`src/rtl/wdt_pkg.sv`:
```
package wdt_pkg;

    typedef enum logic {
        MODE_WDOG = 1'b0,
        MODE_IVL  = 1'b1
    } wdt_mode_e;

    typedef struct packed {
        logic      hold;
        wdt_mode_e mode;
        logic [1:0] isel;
    } wdt_cfg_t;

    localparam wdt_cfg_t CFG_POR = '{hold: 1'b0, mode: MODE_WDOG, isel: 2'd0};

    // Bit positions inside the control byte
    localparam int B_HOLD = 7;
    localparam int B_MODE = 4;
    localparam int B_CLR  = 3;

    function automatic wdt_cfg_t cfg_from_byte(input logic [7:0] b);
        wdt_cfg_t c;
        c.hold = b[B_HOLD];
        c.mode = wdt_mode_e'(b[B_MODE]);
        c.isel = b[1:0];
        return c;
    endfunction

    function automatic logic [15:0] read_word(input wdt_cfg_t c, input logic [7:0] key);
        return {key, c.hold, 2'b00, logic'(c.mode), 2'b00, c.isel};
    endfunction

endpackage

```
`src/rtl/wdt_ctrl_reg.sv`:
```
module wdt_ctrl_reg
    import wdt_pkg::*;
#(
    parameter logic [7:0] PW_KEY = 8'h5A
) (
    input  logic        clk,
    input  logic        rst,
    input  logic        bus_wr,
    input  logic [15:0] bus_wdata,
    input  logic        pulse_active,
    input  logic        restore,
    output wdt_cfg_t    cfg,
    output logic        clr_cmd,
    output logic        key_bad
);

    logic wr_open;
    logic key_ok;
    logic unused_bits;

    assign wr_open     = bus_wr && !pulse_active;
    assign key_ok      = (bus_wdata[15:8] == PW_KEY);
    assign key_bad     = wr_open && !key_ok;
    assign clr_cmd     = wr_open && key_ok && bus_wdata[B_CLR];
    assign unused_bits = ^{bus_wdata[6:5], bus_wdata[2]};

    always_ff @(posedge clk) begin
        if (rst || restore) begin
            cfg <= CFG_POR;
        end else if (wr_open && key_ok) begin
            cfg <= cfg_from_byte(bus_wdata[7:0]);
        end
    end

endmodule

```
`src/rtl/wdt_counter.sv`:
```
module wdt_counter #(
    parameter int CNT_W = 16,
    parameter int EXP0  = 15,
    parameter int EXP1  = 13,
    parameter int EXP2  = 9,
    parameter int EXP3  = 6
) (
    input  logic       clk,
    input  logic       rst,
    input  logic       run,
    input  logic       clr,
    input  logic       restore,
    input  logic [1:0] isel,
    output logic       expire
);

    localparam int EXPS [4] = '{EXP0, EXP1, EXP2, EXP3};

    logic [CNT_W-1:0] tc_m1 [4];
    logic [CNT_W-1:0] cnt;
    logic             at_end;

    for (genvar g = 0; g < 4; g++) begin : g_tc
        assign tc_m1[g] = CNT_W'((64'd1 << EXPS[g]) - 64'd1);
    end

    assign at_end = (cnt >= tc_m1[isel]);
    assign expire = run && !clr && at_end;

    always_ff @(posedge clk) begin
        if (rst || restore || clr) begin
            cnt <= '0;
        end else if (run) begin
            cnt <= at_end ? '0 : cnt + 1'b1;
        end
    end

endmodule

```
`src/rtl/wdt_rst_gen.sv`:
```
module wdt_rst_gen #(
    parameter int RST_LEN = 4
) (
    input  logic clk,
    input  logic rst,
    input  logic trigger,
    output logic active,
    output logic restore
);

    localparam int LW = $clog2(RST_LEN + 1);

    logic [LW-1:0] left;

    assign active  = (left != '0);
    assign restore = (left == LW'(1));

    always_ff @(posedge clk) begin
        if (rst) begin
            left <= '0;
        end else if (active) begin
            left <= left - 1'b1;
        end else if (trigger) begin
            left <= LW'(RST_LEN);
        end
    end

endmodule

```
`src/rtl/wdt_guard.sv`:
```
module wdt_guard
    import wdt_pkg::*;
#(
    parameter logic [7:0] PW_KEY  = 8'h5A,
    parameter logic [7:0] RD_KEY  = 8'h69,
    parameter int         RST_LEN = 4,
    parameter int         CNT_W   = 16,
    parameter int         EXP0    = 15,
    parameter int         EXP1    = 13,
    parameter int         EXP2    = 9,
    parameter int         EXP3    = 6
) (
    input  logic        clk,
    input  logic        rst,
    input  logic        bus_wr,
    input  logic [15:0] bus_wdata,
    input  logic        irq_ack,
    output logic [15:0] ctrl_rdata,
    output logic        irq_flag,
    output logic        sys_rst_req
);

    wdt_cfg_t cfg;
    logic     clr_cmd;
    logic     key_bad;
    logic     expire;
    logic     active;
    logic     restore;
    logic     run;
    logic     trig;

    assign run  = !cfg.hold && !active;
    assign trig = key_bad || (expire && cfg.mode == MODE_WDOG);

    wdt_ctrl_reg #(.PW_KEY(PW_KEY)) u_reg (
        .clk         (clk),
        .rst         (rst),
        .bus_wr      (bus_wr),
        .bus_wdata   (bus_wdata),
        .pulse_active(active),
        .restore     (restore),
        .cfg         (cfg),
        .clr_cmd     (clr_cmd),
        .key_bad     (key_bad)
    );

    wdt_counter #(
        .CNT_W(CNT_W), .EXP0(EXP0), .EXP1(EXP1), .EXP2(EXP2), .EXP3(EXP3)
    ) u_cnt (
        .clk    (clk),
        .rst    (rst),
        .run    (run),
        .clr    (clr_cmd),
        .restore(restore),
        .isel   (cfg.isel),
        .expire (expire)
    );

    wdt_rst_gen #(.RST_LEN(RST_LEN)) u_pulse (
        .clk    (clk),
        .rst    (rst),
        .trigger(trig),
        .active (active),
        .restore(restore)
    );

    always_ff @(posedge clk) begin
        if (rst || restore) begin
            irq_flag <= 1'b0;
        end else if (expire && cfg.mode == MODE_IVL) begin
            irq_flag <= 1'b1;
        end else if (irq_ack) begin
            irq_flag <= 1'b0;
        end
    end

    assign ctrl_rdata  = read_word(cfg, RD_KEY);
    assign sys_rst_req = active;

endmodule

```
`config.mk`:
```
export PLATFORM = sky130hd
export DESIGN_NAME = wdt_guard
export DESIGN_NICKNAME = d
export VERILOG_FILES = /design/src/rtl/wdt_pkg.sv /design/src/rtl/wdt_ctrl_reg.sv /design/src/rtl/wdt_counter.sv /design/src/rtl/wdt_rst_gen.sv /design/src/rtl/wdt_guard.sv
export SDC_FILE = /design/constraint.sdc
export NUM_CORES = 1
export LEC_CHECK = 0
export ABC_AREA = 1
export BUFFER_PORTS_ARGS = -buffer_cell sky130_fd_sc_hd__buf_4
export CAP_MARGIN = 25
export CORE_MARGIN = 1
export CORE_UTILIZATION = 50
export DETAILED_ROUTE_END_ITERATION = 8
export PLACE_DENSITY = 0.72
export SKIP_CTS_REPAIR_TIMING = 1
export SYNTH_ARGS = -nofsm -noshare
export SYNTH_HDL_FRONTEND = slang
export SYNTH_HIERARCHICAL = 1
export SYNTH_SLANG_ARGS = --single-unit
```
`constraint.sdc`:
```
create_clock -name clk -period 2.1 [get_ports clk]
set_input_delay 0.42 -clock clk [delete_from_list [all_inputs] [get_ports clk]]
set_output_delay 0.42 -clock clk [all_outputs]
set_load 0.02 [all_outputs]
```
======== Word-level counts from Yosys, hierarchy flattened ========
Index checks and enable logic that the tools add are counted.
word-level totals
  flip-flop bits (word level) ............. 24
  bits in latches ......................... 0
  memory bits (writable) .................. 0
  bits in read-only memories .............. 0
  output and inout bits ................... 18
  logic and storage cells ................. 41
  memories ................................ 0
cells by class
  add/sub/neg operators ................... 2
  multiply operators ...................... 0
  divide/modulo/power cells ............... 0
  order comparisons ....................... 2
  equal/unequal tests ..................... 2
  shift-type cells ........................ 0
  muxes and demuxes ....................... 8
  bitwise gates (word level) .............. 2
  reduce and logical (&&, ||, !) cells .... 19
operators with widths
  kind                                                       count
  2-to-1 mux 16 bit                                          3
  binary-select mux 16 bit (select 2 bit)                    1
  adder 16 x 1 -> 16 bit (second input constant)             1
  greater-or-equal comparator 16 bit                         1
  logical AND 1 bit                                          9
  equality test 8 x 7 -> 1 bit (second input constant)       1
  2-to-1 mux 3 bit                                           2
  logical NOT 1 bit                                          4
  nonzero test 2 bit                                         2
  equality test 3 x 1 -> 1 bit (second input constant)       1
  greater-or-equal comparator 3 bit (second input constant)  1
  logical OR 1 bit                                           3
  NOT 2 -> 3 bit                                             1
  nonzero test 3 bit                                         1
  subtractor 3 x 1 -> 3 bit (second input constant)          1
  2-to-1 mux 1 bit                                           2
  NOT 1 bit                                                  1

======== Depth between registers and ports, before layout ========
  depth after elaboration ................. 12
  mapped depth ............................ 13
  gate-level depth less buffers ........... 13

======== Hierarchy ========
The synthesis kept the hierarchy.
by module, submodules not included
  module        instances  cells each  area each (µm²)
  wdt_counter   1          140         1023.5
  wdt_ctrl_reg  1          53          286.5
  wdt_guard     1          25          163.9
  wdt_rst_gen   1          16          118.9

======== Least setup slack after synthesis ========
No wires, ideal clock.
  path type ............................... reg-to-reg
  start ................................... register u_reg/cfg[1] (netlist name)
  end ..................................... register u_pulse.left[2]
  library setup time ...................... 0.064 ns
  arrival time ............................ 1.861 ns
  data required time ...................... 2.036 ns
  setup slack ............................. 0.175 ns
  stages on the path, launching flop included .. 13
  path buffers ............................ 0
  clock period less this slack ............ 1.925 ns
  cell sequence ........................... dfxtp_1 -> or2_2 -> ha_1 -> nand4_1 -> nor2_1 -> nand3_1 -> nand3_2 -> nand2_2 -> nor2_1 -> inv_1 -> o21bai_1 -> a21oi_1 -> nor2_1
between the ends
  longest elaborated chain between the ends .. 9
RTL lines
  item                                                   RTL line           text
  NOT 2 -> 3 bit (implied by the code)                   wdt_counter.sv:27  assign at_end = (cnt >= tc_m1[isel]);
  binary-select mux 16 bit (select 2 bit)                wdt_counter.sv:27
  2-to-1 mux 16 bit (implied by the code) (2 in series)  wdt_counter.sv:27
  greater-or-equal comparator 16 bit                     wdt_counter.sv:27
  logical AND 1 bit                                      wdt_counter.sv:28  assign expire = run && !clr && at_end;
  named net expire                                       wdt_guard.sv:26    logic expire;
  logical AND 1 bit                                      wdt_guard.sv:33    assign trig = key_bad || (expire && cfg.mode == MODE_WDOG);
  logical OR 1 bit                                       wdt_guard.sv:33
  named net trig                                         wdt_guard.sv:30    logic trig;
  nonzero test 2 bit (no source line)                    --
  to (signal assigned)                                   wdt_rst_gen.sv:22  left <= left - 1'b1;
  to (signal assigned)                                   wdt_rst_gen.sv:24  left <= LW'(RST_LEN);
  to (decl)                                              wdt_rst_gen.sv:13  logic [LW-1:0] left;
The timed path passes the listed nets, and every way through them passes these cells. The select of a mux whose other input is x is not followed.
A chain may end at the register's enable or synchronous reset.

======== Worst setup path after layout ========
  start ................................... register u_reg/cfg[0] (netlist name)
  end ..................................... register u_pulse.left[2]
between the ends
  longest elaborated chain between the ends .. 9
RTL lines
  item                                                   RTL line
  NOT 2 -> 3 bit (implied by the code)                   wdt_counter.sv:27
  binary-select mux 16 bit (select 2 bit)                wdt_counter.sv:27
  2-to-1 mux 16 bit (implied by the code) (2 in series)  wdt_counter.sv:27
  greater-or-equal comparator 16 bit                     wdt_counter.sv:27
  logical AND 1 bit                                      wdt_counter.sv:28
  named net expire                                       wdt_guard.sv:26
  logical AND 1 bit                                      wdt_guard.sv:33
  logical OR 1 bit                                       wdt_guard.sv:33
  named net trig                                         wdt_guard.sv:30
  nonzero test 2 bit (no source line)                    --
The timed path passes the listed nets, and every way through them passes these cells. The select of a mux whose other input is x is not followed.

==> flow_summary.ini <==
[detailed_routing]
totalWireLength_um = 2640
post_drt_via_cell_ratio = 4.49
number_of_detailed_routing_iterations_run_before_antenna_repair = 4
route.vias.total = 1350
post-route-drc-count = 0
route.detailed.wl_per_inst_um = 8.75
drt_first_iter_violations = 40
antenna_left = 0

[clock_network]
number_of_h_tree_levels = 1
numCtsBuffers = 3
tritoncts = yes
insertion_delay_ns = 0.32
clkSinkCount = 24
cts_root_buffer = sky130_fd_sc_hd__clkbuf_4
cts_buffer_depth = 2
clk_transition_reported_paths_ns = 0.13

[synthesis]
post-synth-top-area-fraction = 0.302
post_synth_inst_count = 234
synth.ff_latch_count = 24
yosys-top-cells-area = sky130_fd_sc_hd__dfxtp_1 30%, sky130_fd_sc_hd__nand2_1 11%, sky130_fd_sc_hd__inv_1 9.4%
average_footprint_of_a_synthesized_cell_um2 = 6.81
synthDominantAreaCellType = sky130_fd_sc_hd__dfxtp_1
yosysSeqAreaShare = 0.302
synth.cell_area_um2 = 1590
yosysWarningCount = 6
distinct_cell_type_count_of_the_synthesized_netlist = 26

[hold_path]
min-delay-path-class = input port to flip-flop

[grt]
antenna_found_initial = 0
track_usage = 0.173
gr-total-overflow = 0
first_global_vias = 1152
grt_pass1_wl_um = 4580
grt_max_degree = 17

[timing]
finalCritPeriodShare = 0.927
grt_setup_unrepaired = no
fin_worst_skew_ns = 0.00897
fmax_mhz = 514
hold_violations = 0
maxSlewViolCount = 0
layout_min_cycle_time_ns = 1.95
final.setup.tns_ns = 0
setup-violations-final = 0

[layout]
post_route_cells_drive_above_1_share = 0.210
filler_cells_inserted = 303
area_growth_pct = 11.7
layout.nets = 286
antenna-diode-count = 0
seq_area_um2 = 482
multi_input_area_um2 = 886

[setup_path]
critPathLaunchType = flip-flop
timing_worst_setup_path_type = flip-flop to flip-flop
cp_data_required_time_ns = 2.32
arrival_ns = 2.17
crit_fanout = 5
regToRegSetupSlack_ns = 0.15
endpoint_kind = flip-flop

[outcome]
run_status = complete, no violations

[flow_run]
cap_viol_max_count = 0

[die]
floorplan.die.width_um = 58.4
placementRows = 20
die_h_um = 58.4
boundaryPins = 38
initial_utilization = 0.526
fp.coreArea_um2 = 3030
die_area_um2 = 3420

[placement]
gp_congestion = 0.806
number_of_i_o_port_buffers = 22
detailed_place_hpwl_um = 2120

[power_and_ir_drop]
pwr_dens_nw_per_um2 = 620
power_mw = 1.10
irDropWorstVdd_mv = 0.418
power_leakage_nw = 0.836
==> power by group <==
part / switching [mW] / leakage [nW] / internal (mW)
clock network: 0.137 / 0.0138 / 0.0672
logic: 0.222 / 0.628 / 0.143
registers: 0.0410 / 0.195 / 0.493
total: 0.400 / 0.836 / 0.703
==> cell usage in the layout (no fill, tap or decap), drive strengths merged <==
cell,synthesis,routed
nor3,6,6
nor2,46,46
or2,1,1
nand4,8,8
a21oi,5,5
conb,2,12
o21bai,3,3
ha,7,7
clkbuf,0,3
o21ai,4,4
xnor2,1,1
mux2i,1,1
xor2,6,6
o22ai,1,1
nand3,16,16
inv,41,41
buf,14,24
dfxtp,24,24
nand2,48,48
==> logic make-up (layout without fill, tap and decap cells) <==
family / after synthesis / after routing / share of synthesized area
simple gates: 125 / 125 / 0.375
buf+inv: 55 / 68 / 0.170
flops: 24 / 24 / 0.302
compound gates: 13 / 13 / 0.0487
fa+ha+maj: 7 / 7 / 0.0550
xor+xnor: 7 / 7 / 0.0385
other cells: 2 / 12 / 0.00472
mux: 1 / 1 / 0.00628
==> cell type report <==
class                   count  area share
repair buffers             24       0.101
well taps                  44      0.0309
clock buffers               3      0.0127
flip-flops and latches     24       0.271
multi-input cells         165       0.498
inverters                  41      0.0865
==> state kept, by name, summed over array words and instances (netlist names) <==
| register | cells |
|---|---|
| u_pulse/left | 3 |
| u_cnt/cnt | 16 |
| u_reg/cfg | 4 |
| irq_flag | 1 |
==> metal layers <==
metal | global-route usage | vias to the layer above | wire [um]
li1 | - | 746 | -
met1 | 0.214 | 571 | 1290
met2 | 0.300 | 28 | 1200
met3 | 0.0308 | 5 | 99
met4 | 0.0612 | 0 | 42
met5 | 0 | - | 0
==> final timing paths <==
| check | cells after the start | to | start |
|---|---|---|---|
| worst max register to register | 12 | u_pulse/left[2] | u_reg/cfg[0] |
| worst min-delay path | 2 | u_pulse/left[1] | rst |
| worst max-delay path | 12 | u_pulse/left[2] | u_reg/cfg[0] |
| worst min register to register | 2 | irq_flag | irq_flag |
==> worst max-delay path: stages (launching register included) <==
cell and delay [ns]:
sky130_fd_sc_hd__dfxtp_2 0.36, sky130_fd_sc_hd__or2_2 0.31, sky130_fd_sc_hd__ha_1 0.29, sky130_fd_sc_hd__a21oi_1 0.12, sky130_fd_sc_hd__o21ai_0 0.08, sky130_fd_sc_hd__nor2_1 0.13
sky130_fd_sc_hd__nand3_2 0.10, sky130_fd_sc_hd__nand2_2 0.12, sky130_fd_sc_hd__nor2_4 0.04, sky130_fd_sc_hd__inv_1 0.05, sky130_fd_sc_hd__o21bai_1 0.05, sky130_fd_sc_hd__a21oi_1 0.14
sky130_fd_sc_hd__nor2_1 0.05
==> synthesized netlist by cell type (all sizes together) <==
cell type and instances:
nand2 48, nor2 46, inv 41, dfxtp 24
nand3 16, buf 14, nand4 8, ha 7
nor3 6, xor2 6, a21oi 5, o21ai 4
o21bai 3, conb 2, mux2i 1, o22ai 1
or2 1, xnor2 1
==> through the flow <==
step,utilization,instances,cell area [um2],hold slack (ns),setup slack (ns)
after floorplan,-,244,1630,0.464,0.175
after global placement,0.577,298,1750,0.467,0.185
after detailed placement,0.577,298,1750,0.463,0.155
after CTS,0.585,301,1770,0.287,0.117
after global routing,0.588,301,1780,0.287,0.00670
final,0.588,301,1780,0.297,0.153
No activity file was read; power rests on OpenSTA's default activity.
